`src/rtl/brk_reset_gen.sv`:
```
module brk_reset_gen #(
  parameter int MODE0_BITS  = 8,
  parameter int MODE1_BITS  = 10,
  parameter int MODE9_BITS  = 11,
  parameter int SYNC_STAGES = 2
) (
  input  logic       clk,
  input  logic       rst,
  input  logic       rx,
  input  logic       bit_tick,
  input  logic [1:0] mode,
  input  logic       brk_en,
  output logic       rst_req
);
  localparam int MAXA  = (MODE0_BITS > MODE1_BITS) ? MODE0_BITS : MODE1_BITS;
  localparam int MAXB  = (MAXA > MODE9_BITS) ? MAXA : MODE9_BITS;
  localparam int CNT_W = $clog2(MAXB + 2);

  logic [SYNC_STAGES-1:0] sync_q;
  logic                   rx_s;
  logic [CNT_W-1:0]       lo_cnt, frame_len, run_next;
  logic                   hi_run, armed, hit;

  always_ff @(posedge clk)
    if (rst) sync_q <= '1;
    else     sync_q <= {sync_q[SYNC_STAGES-2:0], rx};

  assign rx_s = sync_q[SYNC_STAGES-1];

  always_comb
    case (mode)
      2'd0:    frame_len = CNT_W'(MODE0_BITS);
      2'd1:    frame_len = CNT_W'(MODE1_BITS);
      default: frame_len = CNT_W'(MODE9_BITS);
    endcase

  assign run_next = lo_cnt + 1'b1;
  assign hit      = bit_tick & ~rx_s & (run_next == frame_len);

  always_ff @(posedge clk)
    if (rst || rx_s)                                lo_cnt <= '0;
    else if (bit_tick && lo_cnt != CNT_W'(MAXB))    lo_cnt <= run_next;

  always_ff @(posedge clk)
    if (rst || !rx_s)  hi_run <= 1'b0;
    else if (bit_tick) hi_run <= 1'b1;

  always_ff @(posedge clk)
    if (rst)                              armed <= 1'b1;
    else if (hit && brk_en && armed)      armed <= 1'b0;
    else if (rx_s && bit_tick && hi_run)  armed <= 1'b1;

  always_ff @(posedge clk)
    if (rst) rst_req <= 1'b0;
    else     rst_req <= hit & brk_en & armed;


  one_wide_chk: assert property (@(posedge clk) disable iff (rst)
    rst_req |=> !rst_req);


  enable_gate_chk: assert property (@(posedge clk) disable iff (rst)
    rst_req |-> $past(brk_en));


  tick_low_chk: assert property (@(posedge clk) disable iff (rst)
    rst_req |-> ($past(bit_tick) && !$past(rx_s)));


  high_clears_chk: assert property (@(posedge clk) disable iff (rst)
    rx_s |=> (lo_cnt == '0));


  disarm_chk: assert property (@(posedge clk) disable iff (rst)
    rst_req |-> !armed);
endmodule

```
`config.mk`:
```
export PLATFORM = sky130hd
export DESIGN_NAME = brk_reset_gen
export DESIGN_NICKNAME = d
export VERILOG_FILES = /design/src/rtl/brk_reset_gen.sv
export SDC_FILE = /design/constraint.sdc
export NUM_CORES = 1
export LEC_CHECK = 0
export ABC_AREA = 1
export CORE_AREA = 5 5 42 44
export DETAILED_ROUTE_END_ITERATION = 6
export DIE_AREA = 0 0 47 49
export SLEW_MARGIN = 25
export SYNTH_ARGS = -nofsm -noshare
export SYNTH_HDL_FRONTEND = slang
export SYNTH_SLANG_ARGS = --single-unit
```
`constraint.sdc`:
```
create_clock -name clk -period 1 [get_ports clk]
set_input_delay 0.2 -clock clk [delete_from_list [all_inputs] [get_ports clk]]
set_output_delay 0.2 -clock clk [all_outputs]
set_load 0.05 [all_outputs]
```
==> metrics.md, run 1 <==
| Metric | Value |
|---|---|
| Synthesized area per cell | `7.29 µm²` |
| Worst Hold Class | `input port to register` |
| Area growth from synthesis to layout | `54.4%` |
| Dominant cell type by area after synthesis | `dfxtp_1` |
| Vias in the first global route | `367` |
| RSZ-0062 raised after global routing | `yes` |
| Synthesized net count | `61` |
| Setup crit start kind | `register` |
| CTS tree | `built` |
| Skew-Pair Late Insertion Delay | `0.26 ns` |
| Fin. max-slew vios | `0` |
| Min Tclk post-route | `1.07 ns` |
| DIE AREA | `2300 µm²` |
| Initial antenna violation count | `0` |
| Peak supply drop | `0.582 mV` |
| CTS max path bufs | `2` |
| Final setup fails | `5` |
| FILL cells | `159` |
| Violations in the final reports | `setup timing` |
| Row cnt | `14` |
| Synth Warn # | `0` |
| Crit path buf inv count | `0` |
| Pleak | `0.231 nW` |
| Relative slew slack | `86.4%` |
| Total of max-cap violations | `0` |
| Per-cell routed wire length | `9.26 µm` |
| Ys async rst share | `0%` |
| Vias | `378` |
| Worst Clk Skew | `0.00947 ns` |
| Total track usage | `8.69%` |
| Grt ovf | `0` |
| Dpl hpwl | `596 µm` |
| Power Dens Cells | `1210 nW/µm²` |
| Die Wd | `47 µm` |
| Critical path, cell by cell | `ha_4 -> o21ai_1 -> nand2_1 -> nand3_2 -> nor2_2 -> nor2_1` |
| Fin worst setup slack | `-0.0731 ns` |
| CP endpoint kind | `register` |
| Post-Place Cells | `79` |
| Routability cong. | `0.779` |
| Layout Nets | `77` |
| Antenna-violating nets left | `0` |
| Initial DRC count | `4` |
| Total power | `0.000721 W` |
| CP Data Required Time | `1.15 ns` |
| CTS root buf | `clkbuf_4` |
| Largest net degree at the start of global routing | `7` |
| Diode count | `0` |
| Top_reg_cell synth | `dfxtp_1` |
| Post-synth EDFFs | `0` |
| Sink Count | `9` |
| Share of layout cells above drive strength 1 | `36.8%` |
| Starting density of the core | `27.6%` |
| Final wirelength | `778 µm` |
| Final Hold Fails | `0` |
| First-pass GRT wire length | `1420 µm` |
| Status | `finished with violations` |
| Die Ht | `49 µm` |
| CP arrival | `1.23 ns` |
| Non-Filler Instances | `84` |
| Synthesized instance count | `53` |
| Ranking of synthesized cells by area | `dfxtp_1, nand2_1, nor2_1` |
| Router iterations before antenna repair | `4` |
| Worst-path clk slew | `0.06 ns` |
| Final Cycle Share | `107%` |
| Num CTS Buffers | `3` |
| IO buf count | `7` |
| CP Class | `register to register` |
| Fmax | `932 MHz` |
| Synth top area share | `46.6%` |
| Worst hold margin | `0.368 ns` |
| Vias per cell | `4.50` |
| Worst-path fanout max | `3` |
| Critical path's largest stage delay | `0.34 ns` |
| Cell family contributing the most delay on the critical path | `flip-flops` |
| Synth unique cells | `11` |
| I/O pins | `8` |
| Post-route DRC | `0` |
| Synth cell count leaders | `dfxtp_1, nand2_1, nor2_1` |
| CTS H-Tree Depth | `1` |
| Core Region | `1400 µm²` |
| Worst-Margin Slew | `0.204 ns` |
| Register area share after synthesis | `46.6%` |
| #FFs+latches synth | `9` |
| Mapped Area | `387 µm²` |
| Slowest cell on the critical path | `dfxtp_2` |
## registers in the layout, indices dropped and copies added (netlist names)
signal,cells
sync_q,2
hi_run,1
lo_cnt,4
rst_req,1
armed,1
## per-layer routing
| layer | up-vias | GRT usage (%) | routed length [µm] |
|---|---|---|---|
| met2 | 8 | 12.9 | 390 |
| met3 | 5 | 2.21 | 34 |
| met1 | 166 | 9.98 | 323 |
| met4 | 0 | 6.91 | 29 |
| li1 | 199 | - | - |
| met5 | - | 0 | 0 |
## layout by cell type, fill, tap and decap left out
cell             Yosys  final
a21oi_1              3      3
buf_12               0      1
buf_4                0      4
clkbuf_1             0      1
clkbuf_4             0      3
clkdlybuf4s50_1      0      5
dfxtp_1              9      7
dfxtp_2              0      2
dlygate4sd2_1        0      1
ha_4                 0      1
inv_1                6      4
inv_2                0      2
nand2_1              9      6
nand2_2              0      2
nand2_4              0      1
nand3_1              5      3
nand3_2              0      2
nor2_1               9      7
nor2_2               2      3
nor2_4               0      1
o21ai_0              6      2
o21ai_1              0      4
or2_2                2      2
xor2_2               0      1
## through the flow
stage                     utilization [%]  setup WS, ns  setup TNS, ns  area, µm²
after floorplan                         -       -0.0264        -0.0264        402
after global placement               37.4        -0.438          -1.84        524
after detailed placement             37.4        -0.435          -1.85        524
after CTS                            40.3       -0.0920         -0.120        564
after global routing                 42.6        -0.171         -0.790        597
final                                42.6       -0.0731         -0.259        597
## cell families (layout without fill, tap and decap cells)
| family | count (synthesis) | in the layout | share of synthesized area (%) |
|---|---|---|---|
| XOR/XNOR | 1 | 1 | 2.27 |
| AND/OR/NAND/NOR | 27 | 27 | 30.4 |
| buffers and inverters | 6 | 21 | 5.82 |
| adder cells (fa/ha/maj) | 1 | 1 | 3.24 |
| flip-flops | 9 | 9 | 46.6 |
| AO/OA/AOI/OAI | 9 | 9 | 11.6 |
## where the power goes
part | internal, W | switching (W)
Sequential | 0.000368 | 0.00000583
Clock | 0.000154 | 0.000125
Combinational | 0.0000385 | 0.0000305
## final timing paths
check | startpoint | endpoint | slack, ns | cells past startpoint
setup / recovery | lo_cnt[0] | armed | -0.07 | 6
hold / removal | rst | hi_run | 0.37 | 2
setup reg to reg | lo_cnt[0] | armed | -0.07 | 6
hold reg to reg | sync_q[0] | sync_q[1] | 0.42 | 1
## area by class of cell
cell class / count / area (µm²) / share of cell area (%)
Timing Repair Buffer: 11 / 109 / 18.2
Inverter: 6 / 22.5 / 3.77
Sequential cell: 9 / 183 / 30.6
Tap cell: 16 / 20.0 / 3.35
Multi-Input combinational cell: 38 / 236 / 39.6
Clock buffer: 4 / 26.3 / 4.40
## what timing repair did
item / in CTS / in global routing
resized for setup: 7 / 9
buffers inserted: 0 / 1
hold buffers: 0 / 0
gates cloned: 0 / 0
pin swaps: 3 / 1
setup endpoints to repair: 6 / 6
hold endpoints to repair: 0 / 0
## worst register-to-register path: stages, from the launching register on
cell     delay (ns)
dfxtp_2        0.34
ha_4           0.27
o21ai_1        0.06
nand2_1        0.08
nand3_2        0.08
nor2_2         0.10
nor2_1         0.05
Power figures use the tool's default switching activity.
==> run 2, diff against run 1 <==
- CORE_AREA: 5 5 42 44 -> default
- CORE_MARGIN: default -> 5
- CORE_UTILIZATION: default -> 28
- DIE_AREA: 0 0 47 49 -> default
==> run 2 against run 1 <==
Effect of this change: sequential share of layout area increased by 0.15 points; clock power grew 1%; largest cell class unchanged; first-iteration DRC count up 50%; via count fell by 7.9%; sequential power barely moved; highest routed layer is now met3; the flow still finishes with violations (setup timing); clock-buffer cell count unchanged.
==> metrics.md, run 2 (synthesized netlist as in run 1, its figures left out) <==
| Metric | Value |
|---|---|
| Status | `finished with violations (unchanged)` |
| Violations in the final reports | `setup timing (unchanged)` |
| Dpl hpwl | `596 µm (about the same)` |
| Fin. max-slew vios | `0 (unchanged)` |
| P_sw | `0.000163 W (was 0.000161 W)` |
| Fmax | `909 MHz (was 932 MHz)` |
| DIE AREA | `2220 µm² (was 2300 µm²)` |
| Total track usage | `9.52% (was 8.69%)` |
| CTS H-Tree Depth | `1 (unchanged)` |
| Num CTS Buffers | `3 (unchanged)` |
| Starting density of the core | `29.7% (was 27.6%)` |
| Final Cycle Share | `110% (was 107%)` |
| Sink Count | `9 (unchanged)` |
| Die Wd | `47.2 µm (was 47 µm)` |
| Logic pwr share | `9.8% (was 9.6%)` |
| Core Region | `1300 µm² (was 1400 µm²)` |
| CP arrival | `1.26 ns (was 1.23 ns)` |
| Vias | `348 (was 378)` |
| CP Data Required Time | `1.16 ns (was 1.15 ns)` |
| Pleak | `0.238 nW (was 0.231 nW)` |
| Diode count | `0 (unchanged)` |
| Per-cell routed wire length | `8.96 µm (was 9.26 µm)` |
| Share of layout cells above drive strength 1 | `34.8% (was 36.8%)` |
| Layout Utilization | `46.0% (was 42.6%)` |
| Worst-path fanout max | `3 (unchanged)` |
| Final setup fails | `5 (unchanged)` |
| Clock power frac | `39.0% (was 38.6%)` |
| First-pass GRT wire length | `1390 µm (was 1420 µm)` |
| Layout Nets | `78 (was 77)` |
| Peak supply drop | `0.830 mV (was 0.582 mV)` |
| Commonest non-fill, non-tap cell in the layout | `nor2_1` |
| Vias per cell | `4.14 (was 4.50)` |
| Number of flip-flops under the largest register name | `4 (unchanged)` |
| CTS Hold Bufs | `0 (unchanged)` |
| Routability cong. | `0.729 (was 0.779)` |
| Power Dens Cells | `1210 nW/µm² (about the same)` |
| Router iterations before antenna repair | `2 (was 4)` |
| Largest net degree at the start of global routing | `7 (unchanged)` |
| Relative slew slack | `89.2% (was 86.4%)` |
| Skew-Pair Late Insertion Delay | `0.26 ns (about the same)` |
| I/O pins | `8 (unchanged)` |
| Min Tclk post-route | `1.10 ns (was 1.07 ns)` |
| Top Registers | `lo_cnt (4), sync_q (2) (unchanged)` |
| Total of max-cap violations | `0 (unchanged)` |
| Initial antenna violation count | `0 (unchanged)` |
| Met1 wire length | `384 µm (was 323 µm)` |
| Initial DRC count | `6 (was 4)` |
| Reg with most FFs | `lo_cnt (unchanged)` |
| Top sig layer | `met3 (was met4)` |
| Post-Place Cells | `80 (was 79)` |
| Non-Filler Instances | `84 (unchanged)` |
| Critical path, cell by cell | `ha_4 -> inv_2 -> nand2_2 -> nand2_4 -> nor2_4 -> nand3_2 -> nor2_2 -> nor2_1 (was ha_4 -> o21ai_1 -> nand2_1 -> nand3_2 -> nor2_2 -> nor2_1)` |
| Post-route DRC | `0 (unchanged)` |
| Final Hold Fails | `0 (unchanged)` |
| Worst-path clk slew | `0.06 ns (about the same)` |
| CTS max path bufs | `2 (unchanged)` |
| Slowest cell on the critical path | `dfxtp_2 (unchanged)` |
| Worst-Margin Slew | `0.162 ns (was 0.204 ns)` |
| Critical path's largest stage delay | `0.35 ns (was 0.34 ns)` |
| Switching share of power | `22.5% (was 22.4%)` |
| Row cnt | `13 (was 14)` |
| Crit path buf inv count | `1 (was 0)` |
| Final wirelength | `753 µm (was 778 µm)` |
| Internal power | `0.000563 W (was 0.000560 W)` |
| Vias in the first global route | `333 (was 367)` |
| CTS root buf | `clkbuf_4 (unchanged)` |
| Worst hold margin | `0.409 ns (was 0.368 ns)` |
| Cell family contributing the most delay on the critical path | `simple AND/OR/NAND/NOR gates (was flip-flops)` |
| Worst Clk Skew | `0.000434 ns (was 0.00947 ns)` |
| Worst Hold Class | `register to register (was input port to register)` |
| CP Class | `register to register (unchanged)` |
| CTS tree | `built (unchanged)` |
| CP endpoint kind | `register (unchanged)` |
| Antenna-violating nets left | `0 (unchanged)` |
| IO buf count | `7 (unchanged)` |
| Commonest cells after routing, fill and taps aside | `nor2_1, nand2_1, dfxtp_1, clkdlybuf4s50_1 (was nor2_1, dfxtp_1, nand2_1, clkdlybuf4s50_1)` |
| Fin worst setup slack | `-0.100 ns (was -0.0731 ns)` |
| Reg power frac | `51.3% (was 51.8%)` |
| Die Ht | `47.2 µm (was 49 µm)` |
| Routed length on met3 | `45 µm (was 34 µm)` |
| FILL cells | `133 (was 159)` |
| Met2 wire len | `323 µm (was 390 µm)` |
| Area growth from synthesis to layout | `54.7% (was 54.4%)` |
| RSZ-0062 raised after global routing | `yes (unchanged)` |
| Grt ovf | `0 (unchanged)` |
| Setup crit start kind | `register (unchanged)` |
-- run 2: metrics by stage --
| stage | setup slack [ns] | cell area (µm²) | setup TNS, ns | total power [W] |
|---|---|---|---|---|
| 6_report | -0.100 | 598 | -0.209 | 0.000726 |
| 5_1_grt | -0.184 | 598 | -0.825 | 0.000782 |
| 4_1_cts | -0.0798 | 574 | -0.125 | 0.000741 |
| 3_5_place_dp | -0.286 | 538 | -1.64 | 0.000448 |
| 3_3_place_gp | -0.264 | 538 | -1.58 | 0.000447 |
| 2_1_floorplan | -0.0264 | 402 | -0.0264 | 0.000404 |
-- run 2: final timing paths --
check,from,to,slack (ns),depth (start not counted)
worst max-delay path,lo_cnt[0],armed,-0.10,8
worst min-delay path,sync_q[0],sync_q[1],0.41,1
worst max register to register,lo_cnt[0],armed,-0.10,8
worst min register to register,sync_q[0],sync_q[1],0.41,1
-- run 2: per-layer routing --
| layer | up-vias | GRT usage (%) |
|---|---|---|
| li1 | 202 | - |
| met1 | 136 | 12.2 |
| met2 | 10 | 12.2 |
| met3 | 0 | 6.90 |
| met4 | 0 | 3.31 |
| met5 | - | 0 |
-- run 2: repair_timing --
action                                 CTS  global route
buffers inserted                         0             0
setup endpoints to repair                6             6
endpoints found under the hold margin    0             0
gates resized for setup                  2             9
pin swaps                                2             6
-- run 2: layout make-up --
cell class / instances / area (µm²) / share of cell area, %
clock buffers: 4 / 26.3 / 4.39
flip-flops and latches: 9 / 184 / 30.8
multi-input cells: 38 / 229 / 38.3
well taps: 15 / 18.8 / 3.14
repair buffers: 12 / 118 / 19.7
inverters: 6 / 22.5 / 3.77
-- run 2: worst register-to-register path, stage by stage (launching register included) --
cell,delay [ns]
dfxtp_2,0.35
ha_4,0.15
inv_2,0.04
nand2_2,0.07
nand2_4,0.06
nor2_4,0.10
nand3_2,0.08
nor2_2,0.11
nor2_1,0.05
-- run 2: power groups by stage --
stage	Combinational, W	Clock (W)	Sequential [W]
after floorplan	0.0000244	0	0.000380
after global placement	0.0000670	0	0.000380
after detailed placement	0.0000672	0	0.000380
after CTS	0.0000678	0.000301	0.000372
after global routing	0.0000793	0.000329	0.000374
final	0.0000710	0.000283	0.000372
==> run 3, diff against run 2 <==
- REMOVE_ABC_BUFFERS: default -> 1
- SLEW_MARGIN: 25 -> 20
==> run 3 against run 2 <==
Effect of this change: the flow still finishes with violations (setup timing); first-iteration DRC count shrank 50%; routed wire length grew 11%; die area is the same; clock power shrank 2%; sequential power is essentially flat; power is essentially flat; critical path depth shrank 2; non-clock buffer count grew 2; clock-buffer cell count shrank 1; final area grew 3.3%; largest cell class unchanged.
==> metrics.md, run 3 (synthesized netlist as in run 1, its figures left out) <==
| Metric | Value |
|---|---|
| Largest net degree at the start of global routing | `7 (unchanged)` |
| Routability cong. | `0.733 (was 0.729)` |
| Starting density of the core | `29.7% (unchanged)` |
| Flop2flop setup slack | `-0.11 ns (was -0.10 ns)` |
| Number of flip-flops under the largest register name | `4 (unchanged)` |
| Worst-Margin Slew | `0.216 ns (was 0.162 ns)` |
| IO buf count | `7 (unchanged)` |
| Skew-Pair Late Insertion Delay | `0.26 ns (about the same)` |
| FILL cells | `129 (was 133)` |
| Vias per cell | `4.34 (was 4.14)` |
| Worst-path clk slew | `0.07 ns (was 0.06 ns)` |
| Reg with most FFs | `lo_cnt (unchanged)` |
| Fin. max-slew vios | `0 (unchanged)` |
| Router iterations before antenna repair | `4 (was 2)` |
| Violations in the final reports | `setup timing (unchanged)` |
| Switching share of power | `23.1% (was 22.5%)` |
| Grt ovf | `0 (unchanged)` |
| Final setup fails | `6 (was 5)` |
| Final Cycle Share | `111% (was 110%)` |
| Share of layout cells above drive strength 1 | `42.3% (was 34.8%)` |
| Pleak | `0.248 nW (was 0.238 nW)` |
| Slowest cell on the critical path | `dfxtp_2 (unchanged)` |
| Worst Clk Skew | `0.0108 ns (was 0.000434 ns)` |
| Total of max-cap violations | `0 (unchanged)` |
| CTS max path bufs | `2 (unchanged)` |
| Met1 wire length | `371 µm (was 384 µm)` |
| Top Registers | `lo_cnt (4), sync_q (2) (unchanged)` |
| CTS H-Tree Depth | `1 (unchanged)` |
| Initial DRC count | `3 (was 6)` |
| Core Region | `1300 µm² (unchanged)` |
| Relative slew slack | `85.6% (was 89.2%)` |
| Clock power frac | `38.1% (was 39.0%)` |
| Initial antenna violation count | `0 (unchanged)` |
| RSZ-0062 raised after global routing | `yes (unchanged)` |
| P_sw | `0.000168 W (was 0.000163 W)` |
| Power Dens Cells | `1180 nW/µm² (was 1210 nW/µm²)` |
| CTS Hold Bufs | `0 (unchanged)` |
| Worst-path fanout max | `6 (was 3)` |
| Cell family contributing the most delay on the critical path | `flip-flops (was simple AND/OR/NAND/NOR gates)` |
| Non-Filler Instances | `86 (was 84)` |
| Antenna-violating nets left | `0 (unchanged)` |
| Cell seen most often among critical-path stages | `buf_4` |
| Worst hold margin | `0.408 ns (was 0.409 ns)` |
| Total power | `0.000727 W (was 0.000726 W)` |
| I/O pins | `8 (unchanged)` |
| Die Wd | `47.2 µm (unchanged)` |
| Post-route DRC | `0 (unchanged)` |
| Routed length on met3 | `53 µm (was 45 µm)` |
| Per-cell routed wire length | `9.70 µm (was 8.96 µm)` |
| Vias in the first global route | `301 (was 333)` |
| Final Hold Fails | `0 (unchanged)` |
| Peak supply drop | `0.946 mV (was 0.830 mV)` |
| Setup crit start kind | `register (unchanged)` |
| CP Class | `register to register (unchanged)` |
| First-pass GRT wire length | `1240 µm (was 1390 µm)` |
| Row cnt | `13 (unchanged)` |
| Internal power | `0.000559 W (was 0.000563 W)` |
| Dpl hpwl | `592 µm (was 596 µm)` |
| CP arrival | `1.30 ns (was 1.26 ns)` |
| Logic pwr share | `10.6% (was 9.8%)` |
| Commonest cells after routing, fill and taps aside | `nor2_1, dfxtp_1, buf_4, clkdlybuf4s50_1, nand2_1 (was nor2_1, nand2_1, dfxtp_1, clkdlybuf4s50_1)` |
| Crit path buf inv count | `2 (was 1)` |
| CP Data Required Time | `1.19 ns (was 1.16 ns)` |
| DIE AREA | `2220 µm² (unchanged)` |
| Num CTS Buffers | `3 (unchanged)` |
| Total track usage | `8.69% (was 9.52%)` |
| Layout Nets | `80 (was 78)` |
| Layout Utilization | `47.5% (was 46.0%)` |
| CP endpoint kind | `register (unchanged)` |
| Status | `finished with violations (unchanged)` |
| Worst Hold Class | `register to register (unchanged)` |
| Reg power frac | `51.2% (was 51.3%)` |
| Top sig layer | `met3 (unchanged)` |
| Fin worst setup slack | `-0.111 ns (was -0.100 ns)` |
| Met2 wire len | `409 µm (was 323 µm)` |
| Sink Count | `9 (unchanged)` |
| CTS root buf | `clkbuf_4 (unchanged)` |
| Post-Place Cells | `79 (was 80)` |
| Critical path, cell by cell | `ha_4 -> buf_4 -> nand3_2 -> nand2_4 -> buf_4 -> a21oi_1 (was ha_4 -> inv_2 -> nand2_2 -> nand2_4 -> nor2_4 -> nand3_2 -> nor2_2 -> nor2_1)` |
| Die Ht | `47.2 µm (unchanged)` |
| Vias | `373 (was 348)` |
| Area growth from synthesis to layout | `59.9% (was 54.7%)` |
| Fmax | `900 MHz (was 909 MHz)` |
| Critical path's largest stage delay | `0.34 ns (was 0.35 ns)` |
| CTS tree | `built (unchanged)` |
| Diode count | `0 (unchanged)` |
| Final wirelength | `834 µm (was 753 µm)` |
| Min Tclk post-route | `1.11 ns (was 1.10 ns)` |
-- run 3: cell count changes in the layout (fill, tap and decap cells not counted), sizes merged --
cell,before,now
buf,6,8
clkbuf,4,3
clkinv,0,1
-- run 3: timing repair --
action,in CTS,in global routing
resized for setup,7,12
buffers inserted,0,3
pin swaps,4,7
endpoints found under the setup margin,6,5
-- run 3: area by class of cell --
type / count / area (µm²) / area share [%]
Multi-Input combinational cell: 38 / 234 / 37.9
Sequential cell: 9 / 183 / 29.6
Timing Repair Buffer: 14 / 133 / 21.5
Clock buffer: 3 / 22.5 / 3.64
Inverter: 6 / 22.5 / 3.64
Tap cell: 15 / 18.8 / 3.04
Clock inverter: 1 / 5.00 / 0.810
-- run 3: power groups by stage --
stage                     Combinational (W)  Clock [W]  Sequential [W]
after detailed placement          0.0000639          0        0.000379
after CTS                         0.0000663   0.000288        0.000372
after global routing              0.0000860   0.000310        0.000374
after global placement            0.0000643          0        0.000379
final                             0.0000773   0.000277        0.000372
after floorplan                   0.0000238          0        0.000379
-- run 3: path summary, 6_finish.rpt --
| kind | startpoint | end | cells after the start |
|---|---|---|---|
| worst max-delay path | lo_cnt[0] | lo_cnt[2] | 6 |
| worst min-delay path | sync_q[0] | sync_q[1] | 1 |
| worst max register to register | lo_cnt[0] | lo_cnt[2] | 6 |
| worst min register to register | sync_q[0] | sync_q[1] | 1 |
-- run 3: worst reg2reg max path: stages, from the launching register on --
cell and delay (ns):
dfxtp_2 0.34, ha_4 0.16, buf_4 0.13, nand3_2 0.08, nand2_4 0.07, buf_4 0.14, a21oi_1 0.12
-- run 3: per-layer routing --
| layer | vias to the layer above | global-route usage [%] |
|---|---|---|
| met2 | 6 | 11.1 |
| met5 | - | 0 |
| li1 | 206 | - |
| met4 | 0 | 3.31 |
| met3 | 0 | 6.90 |
| met1 | 161 | 10.7 |
-- run 3: stage by stage --
stage	TNS, ns	setup slack [ns]	cell area [µm²]
2_1_floorplan	-0.164	-0.0874	387
3_3_place_gp	-1.80	-0.284	515
3_5_place_dp	-1.80	-0.300	515
4_1_cts	-0.115	-0.0905	561
5_1_grt	-0.760	-0.188	618
6_report	-0.365	-0.111	618
